===== config.mk =====
export PLATFORM = sky130hd
export DESIGN_NAME = sm4_round_engine
export DESIGN_NICKNAME = d
export VERILOG_FILES = /design/src/rtl/sm4_pkg.sv /design/src/rtl/sm4_round_ctrl.sv /design/src/rtl/sm4_round_dp.sv /design/src/rtl/sm4_round_store.sv /design/src/rtl/sm4_result_stage.sv /design/src/rtl/sm4_round_engine.sv
export SDC_FILE = /design/constraint.sdc
export NUM_CORES = 2
export LEC_CHECK = 0
export BUFFER_PORTS_ARGS = -buffer_cell sky130_fd_sc_hd__buf_4
export CORE_ASPECT_RATIO = 1.4
export CORE_UTILIZATION = 65
export DETAILED_ROUTE_END_ITERATION = 10
export PLACE_DENSITY = 0.83
export SETUP_SLACK_MARGIN = 0.1
export SLEW_MARGIN = 5
export SYNTH_ARGS = -nofsm -noshare
export SYNTH_HDL_FRONTEND = slang
export SYNTH_SLANG_ARGS = --single-unit

===== constraint.sdc =====
create_clock -name clk -period 27.5 [get_ports clk]
set_input_delay 2.75 -clock clk [delete_from_list [all_inputs] [get_ports clk]]
set_output_delay 2.75 -clock clk [all_outputs]
set_load 0.005 [all_outputs]

===== src/rtl/sm4_pkg.sv =====
package sm4_pkg;

  localparam int unsigned SM4_WORD_W  = 32;
  localparam int unsigned SM4_BLOCK_W = 4 * SM4_WORD_W;

  // field reduction byte for x^8 = x^7+x^6+x^5+x^4+x^2+1
  localparam logic [7:0] GF_REDUCE = 8'hF5;
  // circulant seed and constant of the affine step around the inversion
  localparam logic [7:0] AFF_SEED  = 8'hE5;
  localparam logic [7:0] AFF_CONST = 8'hD3;

  typedef enum logic [1:0] {
    ENG_IDLE = 2'd0,
    ENG_RUN  = 2'd1,
    ENG_EMIT = 2'd2
  } eng_state_e;

  function automatic logic [7:0] rotl8(input logic [7:0] v, input int n);
    logic [15:0] d;
    d = {v, v} << n;
    return d[15:8];
  endfunction

  function automatic logic [31:0] rotl32(input logic [31:0] v, input int n);
    logic [63:0] d;
    d = {v, v} << n;
    return d[63:32];
  endfunction

  function automatic logic [7:0] gf_mul(input logic [7:0] a, input logic [7:0] b);
    logic [7:0] acc;
    logic [7:0] sh;
    acc = '0;
    sh  = a;
    for (int i = 0; i < 8; i++) begin
      if (b[i]) acc ^= sh;
      sh = sh[7] ? ((sh << 1) ^ GF_REDUCE) : (sh << 1);
    end
    return acc;
  endfunction

  // a^254 equals the inverse for a != 0 and gives 0 for a == 0
  function automatic logic [7:0] gf_inv(input logic [7:0] a);
    logic [7:0] sq;
    logic [7:0] r;
    sq = a;
    r  = 8'h01;
    for (int k = 1; k < 8; k++) begin
      sq = gf_mul(sq, sq);
      r  = gf_mul(r, sq);
    end
    return r;
  endfunction

  function automatic logic [7:0] affine(input logic [7:0] x);
    logic [7:0] y;
    y = '0;
    for (int b = 0; b < 8; b++) begin
      if (x[b]) y ^= rotl8(AFF_SEED, b + 1);
    end
    return y;
  endfunction

  function automatic logic [7:0] sbox(input logic [7:0] x);
    return affine(gf_inv(affine(x) ^ AFF_CONST)) ^ AFF_CONST;
  endfunction

  function automatic logic [31:0] tau(input logic [31:0] w);
    logic [31:0] o;
    for (int i = 0; i < 4; i++) o[i*8 +: 8] = sbox(w[i*8 +: 8]);
    return o;
  endfunction

  function automatic logic [31:0] lin_mix(input logic [31:0] b);
    return b ^ rotl32(b, 2) ^ rotl32(b, 10) ^ rotl32(b, 18) ^ rotl32(b, 24);
  endfunction

  function automatic logic [31:0] t_round(input logic [31:0] w);
    return lin_mix(tau(w));
  endfunction

endpackage


===== src/rtl/sm4_round_ctrl.sv =====
module sm4_round_ctrl
  import sm4_pkg::*;
#(
  parameter int ROUNDS  = 32,
  parameter bit DECRYPT = 1'b0,
  localparam int CNT_W  = $clog2(ROUNDS)
) (
  input  logic             clk,
  input  logic             rst_n,
  input  logic             in_valid,
  input  logic             key_ready,
  output logic             in_ready,
  output logic             accept,
  output logic             round_en,
  output logic [CNT_W-1:0] round_idx,
  output logic             emit,
  output logic             rk_rd_en,
  output logic [CNT_W-1:0] rk_addr
);

  localparam logic [CNT_W-1:0] LAST_IDX = CNT_W'(ROUNDS - 1);

  eng_state_e       state_q;
  logic [CNT_W-1:0] cnt_q;
  logic             last_round;
  logic [CNT_W-1:0] fetch_idx;

  assign last_round = (cnt_q == LAST_IDX);
  assign in_ready   = (state_q == ENG_IDLE) && key_ready;
  assign accept     = in_valid && in_ready;
  assign round_en   = (state_q == ENG_RUN);
  assign round_idx  = cnt_q;
  assign emit       = (state_q == ENG_EMIT);

  // key for round n+1 is requested while round n computes
  assign fetch_idx  = round_en ? (cnt_q + CNT_W'(1)) : '0;
  assign rk_rd_en   = accept || (round_en && !last_round);

  generate
    if (DECRYPT) begin : g_desc
      assign rk_addr = LAST_IDX - fetch_idx;
    end else begin : g_asc
      assign rk_addr = fetch_idx;
    end
  endgenerate

  always_ff @(posedge clk or negedge rst_n) begin
    if (!rst_n) begin
      state_q <= ENG_IDLE;
      cnt_q   <= '0;
    end else begin
      case (state_q)
        ENG_IDLE: begin
          cnt_q <= '0;
          if (accept) state_q <= ENG_RUN;
        end
        ENG_RUN: begin
          if (last_round) begin
            state_q <= ENG_EMIT;
            cnt_q   <= '0;
          end else begin
            cnt_q <= cnt_q + CNT_W'(1);
          end
        end
        ENG_EMIT: state_q <= ENG_IDLE;
        default:  state_q <= ENG_IDLE;
      endcase
    end
  end

endmodule


===== src/rtl/sm4_round_dp.sv =====
module sm4_round_dp
  import sm4_pkg::*;
(
  input  logic                   clk,
  input  logic                   rst_n,
  input  logic                   load,
  input  logic [SM4_BLOCK_W-1:0] in_block,
  input  logic                   step,
  input  logic [SM4_WORD_W-1:0]  rk_word,
  output logic [SM4_WORD_W-1:0]  new_word
);

  localparam int W = SM4_WORD_W;

  // win_q[0] is the oldest word X(i), win_q[3] the newest X(i+3)
  logic [3:0][W-1:0] win_q;
  logic [W-1:0]      mix;

  always_comb begin
    mix      = win_q[1] ^ win_q[2] ^ win_q[3] ^ rk_word;
    new_word = win_q[0] ^ t_round(mix);
  end

  always_ff @(posedge clk or negedge rst_n) begin
    if (!rst_n) begin
      win_q <= '0;
    end else if (load) begin
      for (int k = 0; k < 4; k++) win_q[k] <= in_block[(4-k)*W-1 -: W];
    end else if (step) begin
      win_q[0] <= win_q[1];
      win_q[1] <= win_q[2];
      win_q[2] <= win_q[3];
      win_q[3] <= new_word;
    end
  end

endmodule


===== src/rtl/sm4_round_store.sv =====
module sm4_round_store
  import sm4_pkg::*;
#(
  parameter int ROUNDS = 32,
  localparam int W     = SM4_WORD_W,
  localparam int CNT_W = $clog2(ROUNDS)
) (
  input  logic              clk,
  input  logic              wr_en,
  input  logic [CNT_W-1:0]  wr_idx,
  input  logic [W-1:0]      wr_data,
  output logic [3:0][W-1:0] tail_w
);

  logic [W-1:0] mem_q [ROUNDS];

  always_ff @(posedge clk) begin
    if (wr_en) mem_q[wr_idx] <= wr_data;
  end

  // tail_w[0] is the word of round ROUNDS-4, tail_w[3] the final round
  for (genvar k = 0; k < 4; k++) begin : g_tail
    assign tail_w[k] = mem_q[ROUNDS-4+k];
  end

endmodule


===== src/rtl/sm4_result_stage.sv =====
module sm4_result_stage
  import sm4_pkg::*;
#(
  localparam int W = SM4_WORD_W
) (
  input  logic              clk,
  input  logic              rst_n,
  input  logic              emit,
  input  logic [3:0][W-1:0] tail_w,
  output logic              out_valid,
  output logic [4*W-1:0]    out_block
);

  logic [4*W-1:0] reversed;

  // newest word goes to the top of the block
  for (genvar k = 0; k < 4; k++) begin : g_rev
    assign reversed[(k+1)*W-1 -: W] = tail_w[k];
  end

  always_ff @(posedge clk or negedge rst_n) begin
    if (!rst_n) begin
      out_valid <= 1'b0;
      out_block <= '0;
    end else begin
      out_valid <= emit;
      if (emit) out_block <= reversed;
    end
  end

endmodule


===== src/rtl/sm4_round_engine.sv =====
module sm4_round_engine
  import sm4_pkg::*;
#(
  parameter int ROUNDS  = 32,
  parameter bit DECRYPT = 1'b0,
  localparam int CNT_W  = $clog2(ROUNDS)
) (
  input  logic                   clk,
  input  logic                   rst_n,
  input  logic                   key_ready,
  input  logic                   in_valid,
  output logic                   in_ready,
  input  logic [SM4_BLOCK_W-1:0] in_data,
  output logic                   out_valid,
  output logic [SM4_BLOCK_W-1:0] out_data,
  output logic                   rk_rd_en,
  output logic [CNT_W-1:0]       rk_addr,
  input  logic [SM4_WORD_W-1:0]  rk_data
);

  // internal events, named for the bound checker
  logic                         accept;
  logic                         round_en;
  logic [CNT_W-1:0]             round_idx;
  logic                         emit;
  logic [SM4_WORD_W-1:0]        round_word;
  logic [3:0][SM4_WORD_W-1:0]   tail_w;

  sm4_round_ctrl #(
    .ROUNDS  (ROUNDS),
    .DECRYPT (DECRYPT)
  ) u_ctrl (
    .clk       (clk),
    .rst_n     (rst_n),
    .in_valid  (in_valid),
    .key_ready (key_ready),
    .in_ready  (in_ready),
    .accept    (accept),
    .round_en  (round_en),
    .round_idx (round_idx),
    .emit      (emit),
    .rk_rd_en  (rk_rd_en),
    .rk_addr   (rk_addr)
  );

  sm4_round_dp u_dp (
    .clk      (clk),
    .rst_n    (rst_n),
    .load     (accept),
    .in_block (in_data),
    .step     (round_en),
    .rk_word  (rk_data),
    .new_word (round_word)
  );

  sm4_round_store #(
    .ROUNDS (ROUNDS)
  ) u_store (
    .clk     (clk),
    .wr_en   (round_en),
    .wr_idx  (round_idx),
    .wr_data (round_word),
    .tail_w  (tail_w)
  );

  sm4_result_stage u_result (
    .clk       (clk),
    .rst_n     (rst_n),
    .emit      (emit),
    .tail_w    (tail_w),
    .out_valid (out_valid),
    .out_block (out_data)
  );

endmodule


==> results.json <==
{
  "ios": 300,
  "slew_violations": 0,
  "synth_top_area_share": 0.231,
  "critical-path-max-stage-delay_ps": 1160,
  "drt-initial-drc-count": 9583,
  "dp_hpwl_um": 227000,
  "area_growth_pct": 7.18,
  "timing.fmax_mhz": 38.4,
  "period_needed_ps": 26050,
  "rsz0062_at_grt": "false",
  "synth-warning-count": 0,
  "io_buffers": 299,
  "synth_seq_cells": 392,
  "synth-async-reset-ratio": 0.673,
  "drive_gt1_frac": 0.132,
  "start_util": 0.658,
  "vias": 86186,
  "cp_data_required_time_ps": 27710,
  "cp_max_fo": 20,
  "tns_ps": 0,
  "synth_edf_count": 128,
  "setup_viol": 0,
  "finalHoldViolCount": 0,
  "dr.pass1.iters": 11,
  "grt_first_pass_wirelength_um": 468000,
  "synth_ff_type": "dfrtp_1",
  "wl_per_cell_um": 23.3,
  "arrival_ps": 26270,
  "cts_hold_buf": 0,
  "vias_per_cell": 6.64,
  "nets": 11359,
  "core_area_mm2": 0.135,
  "num_rows": 159,
  "path_class": "input port to flop",
  "synth_area_mm2": 0.0886,
  "cts-buffers-inserted": 41,
  "cap_violations": 0,
  "cp-end-kind": "flop",
  "clock_latency_ps": 640,
  "violations": "DRC",
  "cts_tree": "built",
  "synthTopCellsByArea": "xnor2_1 23%, dfrtp_1 7.5%, xnor3_1 7.0%",
  "drt_wl_total_um": 302000,
  "yosysTopAreaCell": "xnor2_1",
  "max-slew-margin-rel": 0.0317,
  "synth_most_common_cell": "xnor2_1",
  "min_path_type": "flop to flop",
  "cts-htree-levels": 2,
  "die_area_mm2": 0.138,
  "seq_area_frac_synth": 0.118,
  "syn_nets": 11363,
  "worst_slew_pin_slew_ps": 1440,
  "dp_cells": 12890,
  "grt_usage": 0.424,
  "cp-start-kind": "input port",
  "root_buffer": "clkbuf_16",
  "outcome": "finished with violations",
  "overflow": 0,
  "place_congestion": 1.06,
  "finalCritPeriodShare": 0.947,
  "grt_pass1_vias": 83498,
  "postSynthCellCount": 11168,
  "cts_max_path_buffers": 3,
  "critPathSlowestCell": "xnor2_1",
  "synth_common_cells": "2333 x xnor2_1, 1227 x nor2_1, 1114 x nand2_1, 641 x xor2_1, 570 x a21oi_1",
  "synth_cell_types": 150,
  "stdcell_count": 12979,
  "avgSynthCellArea_um2": 7.93,
  "fp.dieH_um": 439,
  "ant_nets": 0,
  "fp.dieW_um": 314,
  "antenna_found_initial": 16,
  "cp_common_cell": "xnor2_1",
  "cts.sinks": 392,
  "skew_ps": 34.1,
  "grt_max_degree": 109,
  "drc": 1,
  "clk_pin_slew_worst_paths_ps": 70
}
[state kept, by name (all words and copies together) (netlist names)]
name / count
u_dp.win_q: 128
u_result.out_valid: 1
u_store.mem_q: 128
u_ctrl.state_q: 2
u_ctrl.round_idx: 5
u_result.out_block: 128
[what timing repair did]
item,in CTS,in global routing
gates resized for setup,0,1
setup endpoints to repair,0,51
buffers inserted,0,2
[cells by family after synthesis]
group / synth area share
muxes: 0.0588
xor gates and xnor gates: 0.421
and+or+nand+nor: 0.168
buffers and inverters: 0.0410
AOI/OAI and AO/OA: 0.189
adders and majority gates: 0.00460
DFF: 0.118
[critical path, delay by kind of cell]
family	cells	cell delay, ps
AO/OA/AOI/OAI	24	5900
adder cells (fa/ha/maj)	7	2160
XOR/XNOR	24	6950
AND/OR/NAND/NOR	19	4740
buffers and inverters	9	1830
multiplexers	5	1870
[cells in the final DEF, fill, tap and decap left out, types with 58 or more instances in the layout]
cell type and count:
a31oi_1 108, o22ai_1 173, mux2i_1 270, o211ai_1 72
nor2_1 1225, xnor2_1 2267, nand2b_1 72, a211oi_1 88
edfxtp_1 128, and3_1 70, xnor2_2 228, mux2_2 177
xnor3_1 274, dfrtp_1 264, a21oi_1 570, nor3_1 274
nand3_1 214, xor2_1 623, a22oi_1 205, and2_1 70
nor2b_1 63, or3_1 62, o31ai_1 58, o21ai_0 524
buf_4 688, inv_1 108, nand2_1 1114
[per-stage QoR]
step	setup WS, ps	area [um2]	utilization	hold slack (ps)
final	1450	95000	0.705	473
after global routing	179	95000	0.705	489
after CTS	1410	94900	0.705	478
after detailed placement	801	93600	0.695	464
after global placement	1380	93600	0.695	456
after floorplan	3750	88600	-	448
[layout make-up]
class,instances,area [um2]
well taps,1771,2220
clock buffers,49,1060
inverters,148,556
flip-flops and latches,392,10500
multi-input cells,9892,75300
fillers,10790,39700
clock inverters,27,233
repair buffers,689,5180
diodes,11,27.5
[routing by layer]
metal	global-route usage	vias to the layer above	wire [um]
met3	0.0948	1545	30300
met4	0.325	16	26600
met5	0	-	104
li1	-	38897	-
met1	0.464	40761	103000
met2	0.711	4967	142000
[path summary, 6_finish.rpt]
| kind | slack [ps] | startpoint | depth (start not counted) | endpoint |
|---|---|---|---|---|
| max | 1450 | rk_data[25] | 88 | u_store.mem_q[29][10]$_DFFE_PP_ |
| min | 470 | u_store.mem_q[31][26]$_DFFE_PP_ | 1 | u_result.out_block[122]$_DFFE_PN0P_ |
| max reg2reg | 3000 | u_dp.win_q[126]$_DFFE_PN0P_ | 87 | u_store.mem_q[29][10]$_DFFE_PP_ |
| min reg2reg | 470 | u_store.mem_q[31][26]$_DFFE_PP_ | 1 | u_result.out_block[122]$_DFFE_PN0P_ |
| max in group asynchronous | 23570 | rst_n | 2 | u_dp.win_q[94]$_DFFE_PN0P_ |
| min in group asynchronous | 2230 | rst_n | 1 | u_result.out_block[123]$_DFFE_PN0P_ |
Power is not shown: default switching activity piles up to over one toggle a cycle in this logic, so the estimate is an artifact.
